--- src/rtl/gpio_alt_pkg.sv ---
package gpio_alt_pkg;
    typedef enum logic [2:0] {
        RA_DRIVE = 3'd0,
        RA_DIR   = 3'd1,
        RA_ALT   = 3'd2,
        RA_WEN   = 3'd3,
        RA_EDGE  = 3'd4,
        RA_PEND  = 3'd5,
        RA_LEVEL = 3'd6,
        RA_NONE  = 3'd7
    } reg_addr_e;

    typedef enum logic [2:0] {
        PM_FLOAT,
        PM_PULL,
        PM_DRIVE,
        PM_ALT_DRIVE,
        PM_ALT_LISTEN
    } pin_mode_e;

    localparam int SPI_PINS = 4;
endpackage

--- src/rtl/gpio_pin_ctrl.sv ---
module gpio_pin_ctrl
    import gpio_alt_pkg::*;
#(
    parameter bit IS_SPI       = 1'b0,
    parameter bit MASTER_DRIVE = 1'b0
) (
    input  logic drive_bit,
    input  logic dir_bit,
    input  logic alt_bit,
    input  logic spi_en,
    input  logic spi_master,
    input  logic per_oe,
    input  logic per_o,
    output logic oe,
    output logic o,
    output logic pu
);
    logic      alt_live;
    logic      alt_wants_drive;
    pin_mode_e mode;

    always_comb begin
        if (IS_SPI) begin
            alt_live        = alt_bit & spi_en;
            alt_wants_drive = (spi_master == MASTER_DRIVE);
        end else begin
            alt_live        = alt_bit;
            alt_wants_drive = per_oe;
        end
    end

    always_comb begin
        if (alt_live)
            mode = alt_wants_drive ? PM_ALT_DRIVE : PM_ALT_LISTEN;
        else if (dir_bit)
            mode = PM_DRIVE;
        else if (drive_bit)
            mode = PM_PULL;
        else
            mode = PM_FLOAT;
    end

    always_comb begin
        oe = 1'b0;
        o  = 1'b0;
        pu = 1'b0;
        unique case (mode)
            PM_FLOAT:      ;
            PM_PULL:       pu = 1'b1;
            PM_DRIVE:      begin oe = 1'b1; o = drive_bit; end
            PM_ALT_DRIVE:  begin oe = 1'b1; o = per_o; end
            PM_ALT_LISTEN: ;
            default:       ;
        endcase
    end
endmodule

--- src/rtl/gpio_sync2.sv ---
module gpio_sync2 #(
    parameter int W = 8
) (
    input  logic         clk,
    input  logic         rst_n,
    input  logic [W-1:0] d,
    output logic [W-1:0] q
);
    logic [W-1:0] meta_q;

    always_ff @(posedge clk or negedge rst_n) begin
        if (!rst_n) begin
            meta_q <= '0;
            q      <= '0;
        end else begin
            meta_q <= d;
            q      <= meta_q;
        end
    end
endmodule

--- src/rtl/gpio_wake.sv ---
module gpio_wake #(
    parameter int W       = 8,
    parameter int ALT_PIN = W - 1
) (
    input  logic         clk,
    input  logic         rst_n,
    input  logic [W-1:0] level,
    input  logic         alt_src_sel,
    input  logic         rx_act,
    input  logic [W-1:0] en,
    input  logic [W-1:0] edge_sel,
    input  logic [W-1:0] clr_mask,
    output logic [W-1:0] pend
);
    logic [W-1:0] src;
    logic [W-1:0] prev_q;
    logic [W-1:0] hit;

    always_comb begin
        src = level;
        if (alt_src_sel)
            src[ALT_PIN] = rx_act;
    end

    for (genvar i = 0; i < W; i++) begin : g_edge
        assign hit[i] = en[i] & (edge_sel[i] ? (prev_q[i] & ~src[i])
                                             : (~prev_q[i] & src[i]));
    end

    always_ff @(posedge clk or negedge rst_n) begin
        if (!rst_n) begin
            prev_q <= '0;
            pend   <= '0;
        end else begin
            prev_q <= src;
            pend   <= (pend & ~clr_mask) | hit;
        end
    end
endmodule

--- src/rtl/gpio_alt_port.sv ---
module gpio_alt_port
    import gpio_alt_pkg::*;
#(
    parameter int N_PINS = 8
) (
    input  logic              clk,
    input  logic              rst_n,
    input  logic              wr_en,
    input  logic [2:0]        addr,
    input  logic [N_PINS-1:0] wdata,
    output logic [N_PINS-1:0] rdata,
    input  logic [N_PINS-1:0] pad_in,
    output logic [N_PINS-1:0] pad_oe,
    output logic [N_PINS-1:0] pad_o,
    output logic [N_PINS-1:0] pad_pu,
    input  logic [N_PINS-1:0] per_oe,
    input  logic [N_PINS-1:0] per_o,
    input  logic              spi_en,
    input  logic              spi_master,
    input  logic              rx_act,
    output logic [N_PINS-1:0] pin_level,
    output logic              wake_irq
);
    localparam int WAKE_ALT_PIN = N_PINS - 1;

    logic [N_PINS-1:0] drive_q, dir_q, alt_q, wen_q, edge_q;
    logic [N_PINS-1:0] pend_q;
    logic [N_PINS-1:0] clr_mask;
    reg_addr_e         ra;

    assign ra = reg_addr_e'(addr);

    always_ff @(posedge clk or negedge rst_n) begin
        if (!rst_n) begin
            drive_q <= '0;
            dir_q   <= '0;
            alt_q   <= '0;
            wen_q   <= '0;
            edge_q  <= '0;
        end else if (wr_en) begin
            unique case (ra)
                RA_DRIVE: drive_q <= wdata;
                RA_DIR:   dir_q   <= wdata;
                RA_ALT:   alt_q   <= wdata;
                RA_WEN:   wen_q   <= wdata;
                RA_EDGE:  edge_q  <= wdata;
                default:  ;
            endcase
        end
    end

    assign clr_mask = (wr_en && ra == RA_PEND) ? wdata : '0;

    always_comb begin
        rdata = '0;
        unique case (ra)
            RA_DRIVE: rdata = drive_q;
            RA_DIR:   rdata = dir_q;
            RA_ALT:   rdata = alt_q;
            RA_WEN:   rdata = wen_q;
            RA_EDGE:  rdata = edge_q;
            RA_PEND:  rdata = pend_q;
            RA_LEVEL: rdata = pin_level;
            RA_NONE:  rdata = '0;
            default:  rdata = '0;
        endcase
    end

    gpio_sync2 #(.W(N_PINS)) u_sync (
        .clk   (clk),
        .rst_n (rst_n),
        .d     (pad_in),
        .q     (pin_level)
    );

    gpio_wake #(.W(N_PINS), .ALT_PIN(WAKE_ALT_PIN)) u_wake (
        .clk         (clk),
        .rst_n       (rst_n),
        .level       (pin_level),
        .alt_src_sel (alt_q[WAKE_ALT_PIN]),
        .rx_act      (rx_act),
        .en          (wen_q),
        .edge_sel    (edge_q),
        .clr_mask    (clr_mask),
        .pend        (pend_q)
    );

    assign wake_irq = |pend_q;

    for (genvar i = 0; i < N_PINS; i++) begin : g_pin
        gpio_pin_ctrl #(
            .IS_SPI       (i < SPI_PINS),
            .MASTER_DRIVE (i != 0)
        ) u_pin (
            .drive_bit  (drive_q[i]),
            .dir_bit    (dir_q[i]),
            .alt_bit    (alt_q[i]),
            .spi_en     (spi_en),
            .spi_master (spi_master),
            .per_oe     (per_oe[i]),
            .per_o      (per_o[i]),
            .oe         (pad_oe[i]),
            .o          (pad_o[i]),
            .pu         (pad_pu[i])
        );
    end
endmodule

--- config.mk ---
export PLATFORM = sky130hd
export DESIGN_NAME = gpio_alt_port
export DESIGN_NICKNAME = d
export VERILOG_FILES = /design/src/rtl/gpio_alt_pkg.sv /design/src/rtl/gpio_pin_ctrl.sv /design/src/rtl/gpio_sync2.sv /design/src/rtl/gpio_wake.sv /design/src/rtl/gpio_alt_port.sv
export SDC_FILE = /design/constraint.sdc
export NUM_CORES = 1
export LEC_CHECK = 0
export BUFFER_PORTS_ARGS = -buffer_cell sky130_fd_sc_hd__buf_2
export CORE_UTILIZATION = 54
export DETAILED_ROUTE_END_ITERATION = 16
export PLACE_DENSITY = 0.83
export SETUP_SLACK_MARGIN = 0.5
export SYNTH_ARGS = -nofsm -noshare
export SYNTH_HDL_FRONTEND = slang
export SYNTH_SLANG_ARGS = --single-unit
--- constraint.sdc ---
create_clock -name clk -period 1.5 [get_ports clk]
set_input_delay 0.075 -clock clk [delete_from_list [all_inputs] [get_ports clk]]
set_output_delay 0.075 -clock clk [all_outputs]
set_load 0.02 [all_outputs]
### Word level (Yosys, flattened, before mapping)

Index checks and enable logic that the tools add are counted.

* equality and inequality tests: 31
* mux-type cells: 65
* reduce and logical (&&, ||, !) cells: 16
* bitwise gates (word level): 47

Operators with widths (count)
* 2-to-1 mux 3 bit: 22
* one-hot mux 8 bit (8 select lines): 1
* == test 3 x 2 -> 1 bit (second input constant): 18
* 2-to-1 mux 1 bit: 33
* AND 1 bit: 28
* == test 3 x 1 -> 1 bit (second input constant): 9
* NOT 1 bit: 16
* one-hot mux 1 bit (2 select lines): 8
* OR reduction 2 bit: 8
* == test 3 bit (second input constant): 4
* AND reduction 2 bit: 5
* AND 8 bit: 1
* 2-to-1 mux 8 bit: 1
* NOT 8 bit: 1
* OR 8 bit: 1
* OR reduction 8 bit: 1
* zero test 3 bit: 1
* logical AND 1 bit: 1

* flip-flop bits (word level): 72

### Depth between registers and ports, before layout

* depth after elaboration: 6
* mapped depth: 6
* depth with buffers taken out: 4

### Cells and area by module

A second synthesis with hierarchy kept.

* cell total of the unflattened synthesis: 293
* area total of the unflattened synthesis: 3588.4 um^2

By module, submodules not included
* gpio_alt_port: cells each 175, seq. area each 1001.0 um^2, area each 2189.6 um^2, instances 1
* gpio_wake: cells each 57, seq. area each 400.4 um^2, area each 661.9 um^2, instances 1
* gpio_sync2: cells each 16, seq. area each 400.4 um^2, area each 400.4 um^2, instances 1
* gpio_pin_ctrl at g_pin[4].u_pin ...: cells each 5, seq. area each 0.0 um^2, area each 36.3 um^2, instances 4
* gpio_pin_ctrl at g_pin[1].u_pin ...: cells each 6, seq. area each 0.0 um^2, area each 46.3 um^2, instances 3
* gpio_pin_ctrl at g_pin[0].u_pin: cells each 7, seq. area each 0.0 um^2, area each 52.6 um^2, instances 1

### Worst setup path after synthesis

OpenSTA, ideal clock, no wires.

* path type: input-to-output
* from: input addr[1]
* to: output rdata[3]
* path slack: 227 ps
* buffers on the path: 2
* stages: 5
* arrival: 1198 ps
* data required time: 1425 ps
* path through: buf_4 > buf_4 > mux2_2 > o22ai_1 > a211oi_1

* cells in the longest elaborated chain, start to end: 2
* elaborated cells on any way between the ends: 9
* those cells by class: eq/ne (7); mux (1); reduce/logical (1)

RTL lines
* start: declaration: line gpio_alt_port.sv:9 `input logic [2:0] addr,`
* == test 3 bit, or another cell as far along: line gpio_alt_port.sv:56 `unique case (ra)`
* one-hot mux 8 bit (8 select lines) *: line gpio_alt_port.sv:56
* end: declaration: line gpio_alt_port.sv:11 `output logic [N_PINS-1:0] rdata,`

Mark *: on every way between the ends. The rest lies on a longest branch, timed or not.

### Worst setup path after layout

* from: register alt_q[1]
* to: output rdata[1]

* cells in the longest elaborated chain, start to end: 1

RTL lines
* start: declaration: line gpio_alt_port.sv:26 `logic [N_PINS-1:0] drive_q, dir_q, alt_q, wen_q, edge_q;`
* start signal: assignment: line gpio_alt_port.sv:44 `RA_ALT: alt_q <= wdata;`
* one-hot mux 8 bit (8 select lines): line gpio_alt_port.sv:56

Every way passes these cells.

==> results by group <==
Status
  – Status: finished, violations left
  – Failing checks: design-rule violations, negative setup slack

Synth
  – Synthesized flop and latch total: 72
  – Post-Syn Area: 3630 um2
  – YS warnings: 0
  – Sequential area share after synthesis: 49.6%
  – Post-Syn Instances: 323
  – Synth cell types: 37
  – Syn Nets: 364
  – Mapped Avg Cell Area: approximately 11 um2

Floorplanning
  – Initial Util: between 50% and 60%
  – Die footprint: 7050 um2
  – Die X: 84.0 um
  – # IOs: 82
  – Core ar.: around 6400 um2
  – DIE HEIGHT: 84.0 um
  – Site Rows: 29

STA
  – Slew @ Worst Pin: 397 ps
  – Worst Skew: 5.52 ps
  – Max Freq: around 0.58 GHz
  – Setup violators final: 5
  – Worst setup margin: -223 ps
  – Fin crit period: around 1700 ps
  – RSZ-0062 raised after global routing: yes
  – Slew Limit Fails: 0
  – Slew headroom: between 70% and 80%
  – Hold Vio Cnt, Final: 0
  – Final period utilization: 115%

Worst setup path
  – CP cell instances: mux4_2, mux2_4, buf_6
  – Req. time, crit path: 1420 ps
  – Arrival time of the worst setup path: roughly 1700 ps
  – Largest stage delay, worst path: between 400 and 500 ps
  – Critical path launch point type: flop
  – CP Max Fanout: 2
  – Buf/Inv on CP: 1
  – Crit end category: output port
  – Reg2Reg Setup Slack: 270 ps
  – CP Class: flop to output port
  – Cell family with most CP delay: multiplexers
  – Worst path slowest cell: mux4_2

Global route
  – Vias in the first global route: 3118
  – Initial antenna violation count: 0
  – Total gr overflow: 0
  – Total track usage: between 20% and 30%
  – Largest net degree at the start of global routing: 73
  – First-pass GRT wire length: 15300 um

Routing
  – Drt drc: 12
  – Vias per Instance: 5.71
  – Drt first pass iters: 10
  – Routed WL per cell: 19.6 um
  – Wire length on met1: 4060 um
  – Routed Antenna Nets: 0
  – DRT iter0 DRCs: 181
  – Max Used Layer: met4
  – Metal3 WL: 458 um
  – Vias: 2988
  – Routed wl met2: ~5600 um
  – Final WL: roughly 10000 um

Clock tree
  – CTS root buffer: clkbuf_8
  – CTS tree: done
  – Clock transition at the registers of the reported paths: around 80 ps
  – Later-pin clock latency in the skew report: 360 ps
  – CTS Buf Count: 9
  – Clock buffer depth: 2
  – CTS H-Tree Depth: 3
  – CTS Sinks: 72

Power
  – VDD IR max: around 1.1 mV
  – Pleak: 2.50 nW
  – Cell area power density: 1270 nW/um2

Finish
  – Core Util, Final: between 80% and 90%
  – Most common cell after layout, fill and taps aside: dfrtp_1
  – # diodes: 0
  – Post-layout nets: 482
  – Share of layout cells above drive strength 1: 62.3%
  – Syn-to-layout area delta: 48.9%
  – Finished Layout Cells: about 520
  – Commonest cells after routing, fill and taps aside: dfrtp_1 (67), buf_6 (60), buf_4 (36), buf_2 (36), mux2_2 (33)
  – Fillcell total: approximately 300

Min path
  – Min-Delay Path Class: input port to flop

Placement
  – DP Cell Count: between 400 and 500
  – I/O Buffers: 77
  – Gpl congestion: 0.814
  – Hpwl dp: roughly 5500 um

Run
  – Max_cap viols: 0
## layout make-up
type                            count  area, um2  share of cell area, %
Inverter                            4       15.0                  0.278
Clock inverter                      5       55.1                   1.02
Tap cell                           77       96.3                   1.78
Multi-Input combinational cell    210       2010                   37.2
Sequential cell                    72       1810                   33.5
Clock buffer                       11        151                   2.80
Timing Repair Buffer              144       1270                   23.4
## worst paths after layout
check,startpoint,end,cells after the start
worst max-delay path,alt_q[1]$_DFFE_PN0P_,rdata[1],3
worst min-delay path,wdata[7],drive_q[7]$_DFFE_PN0P_,2
worst max register to register,alt_q[7]$_DFFE_PN0P_,u_wake.pend[7]$_DFF_PN0_,4
worst min register to register,u_sync.meta_q[7]$_DFF_PN0_,u_sync.q[7]$_DFF_PN0_,0
max in group asynchronous,rst_n,u_sync.q[2]$_DFF_PN0_,3
min in group asynchronous,rst_n,alt_q[6]$_DFFE_PN0P_,3
## logic make-up after synthesis
logic type             after synthesis  share of synthesized area (%)
multiplexers                        63                           19.6
AO/OA/AOI/OAI                       50                           8.82
buffers and inverters               41                           7.86
flip-flops                          72                           49.6
AND/OR/NAND/NOR                     97                           14.1
## metrics by stage
step | power, W | worst slack (ps) | TNS, ps | hold WS, ps | area (um2)
6_report | 0.00684 | -223 | -314 | 31.9 | 5400
5_1_grt | 0.00712 | -247 | -557 | 39.3 | 5400
4_1_cts | 0.00646 | -217 | -279 | 12.6 | 5130
3_5_place_dp | 0.00413 | 101 | 0 | 128 | 4090
3_3_place_gp | 0.00406 | 126 | 0 | 128 | 4090
2_1_floorplan | 0.00382 | 297 | 0 | -221 | 3770
## registers in the layout, summed over array words and instances, names as in the netlist
register / cells
alt_q: 8
dir_q: 8
drive_q: 8
edge_q: 8
u_sync.meta_q: 8
u_sync.q: 8
u_wake.pend: 8
u_wake.prev_q: 8
wen_q: 8
## metal layers
layer | global-route usage (%) | vias to the layer above
met3 | 5.04 | 16
met5 | 0 | -
met1 | 34.1 | 1504
met4 | 13.0 | 0
met2 | 49.8 | 110
li1 | - | 1358
## Yosys cell counts
library cell,count,area (um2)
a211o_1,2,17.5
a211oi_1,2,15.0
a21oi_1,11,55.1
a22o_1,8,70.1
and2b_1,1,7.51
and3_1,1,6.26
and3b_1,4,35.0
buf_2,3,15.0
buf_4,34,255
dfrtp_1,72,1800
inv_1,4,15.0
mux2_2,54,608
mux2i_1,8,80.1
mux4_2,1,22.5
nand2_1,43,161
nand2b_1,4,25.0
nand2b_4,1,13.8
nand3_1,10,50.1
nand3b_1,1,7.51
nand4b_2,1,15.0
nor2_1,17,63.8
nor2_2,1,6.26
nor2_4,1,11.3
nor2_8,1,20.0
nor2b_1,1,6.26
nor3_1,1,5.00
nor3_4,1,16.3
nor3b_1,5,37.5
nor4_1,2,12.5
o211a_1,1,10.0
o21ai_0,18,90.1
o21bai_1,1,7.51
o22ai_1,3,18.8
o2bb2ai_1,1,8.76
o32a_1,1,10.0
o32ai_1,2,17.5
or2b_4,1,11.3
## timing repair
item	in CTS	in global routing
endpoints found under the hold margin	81	0
pin swaps	19	23
hold buffers	10	0
setup buffers	33	10
gates resized for setup	148	52
setup endpoints to repair	51	61
## where the power goes
| part | switching (W) | internal [W] |
|---|---|---|
| clock network | 0.000753 | 0.000853 |
| logic | 0.00115 | 0.00145 |
| registers | 0.000345 | 0.00229 |
| total | 0.00225 | 0.00459 |
Power figures use the tool's default switching activity.
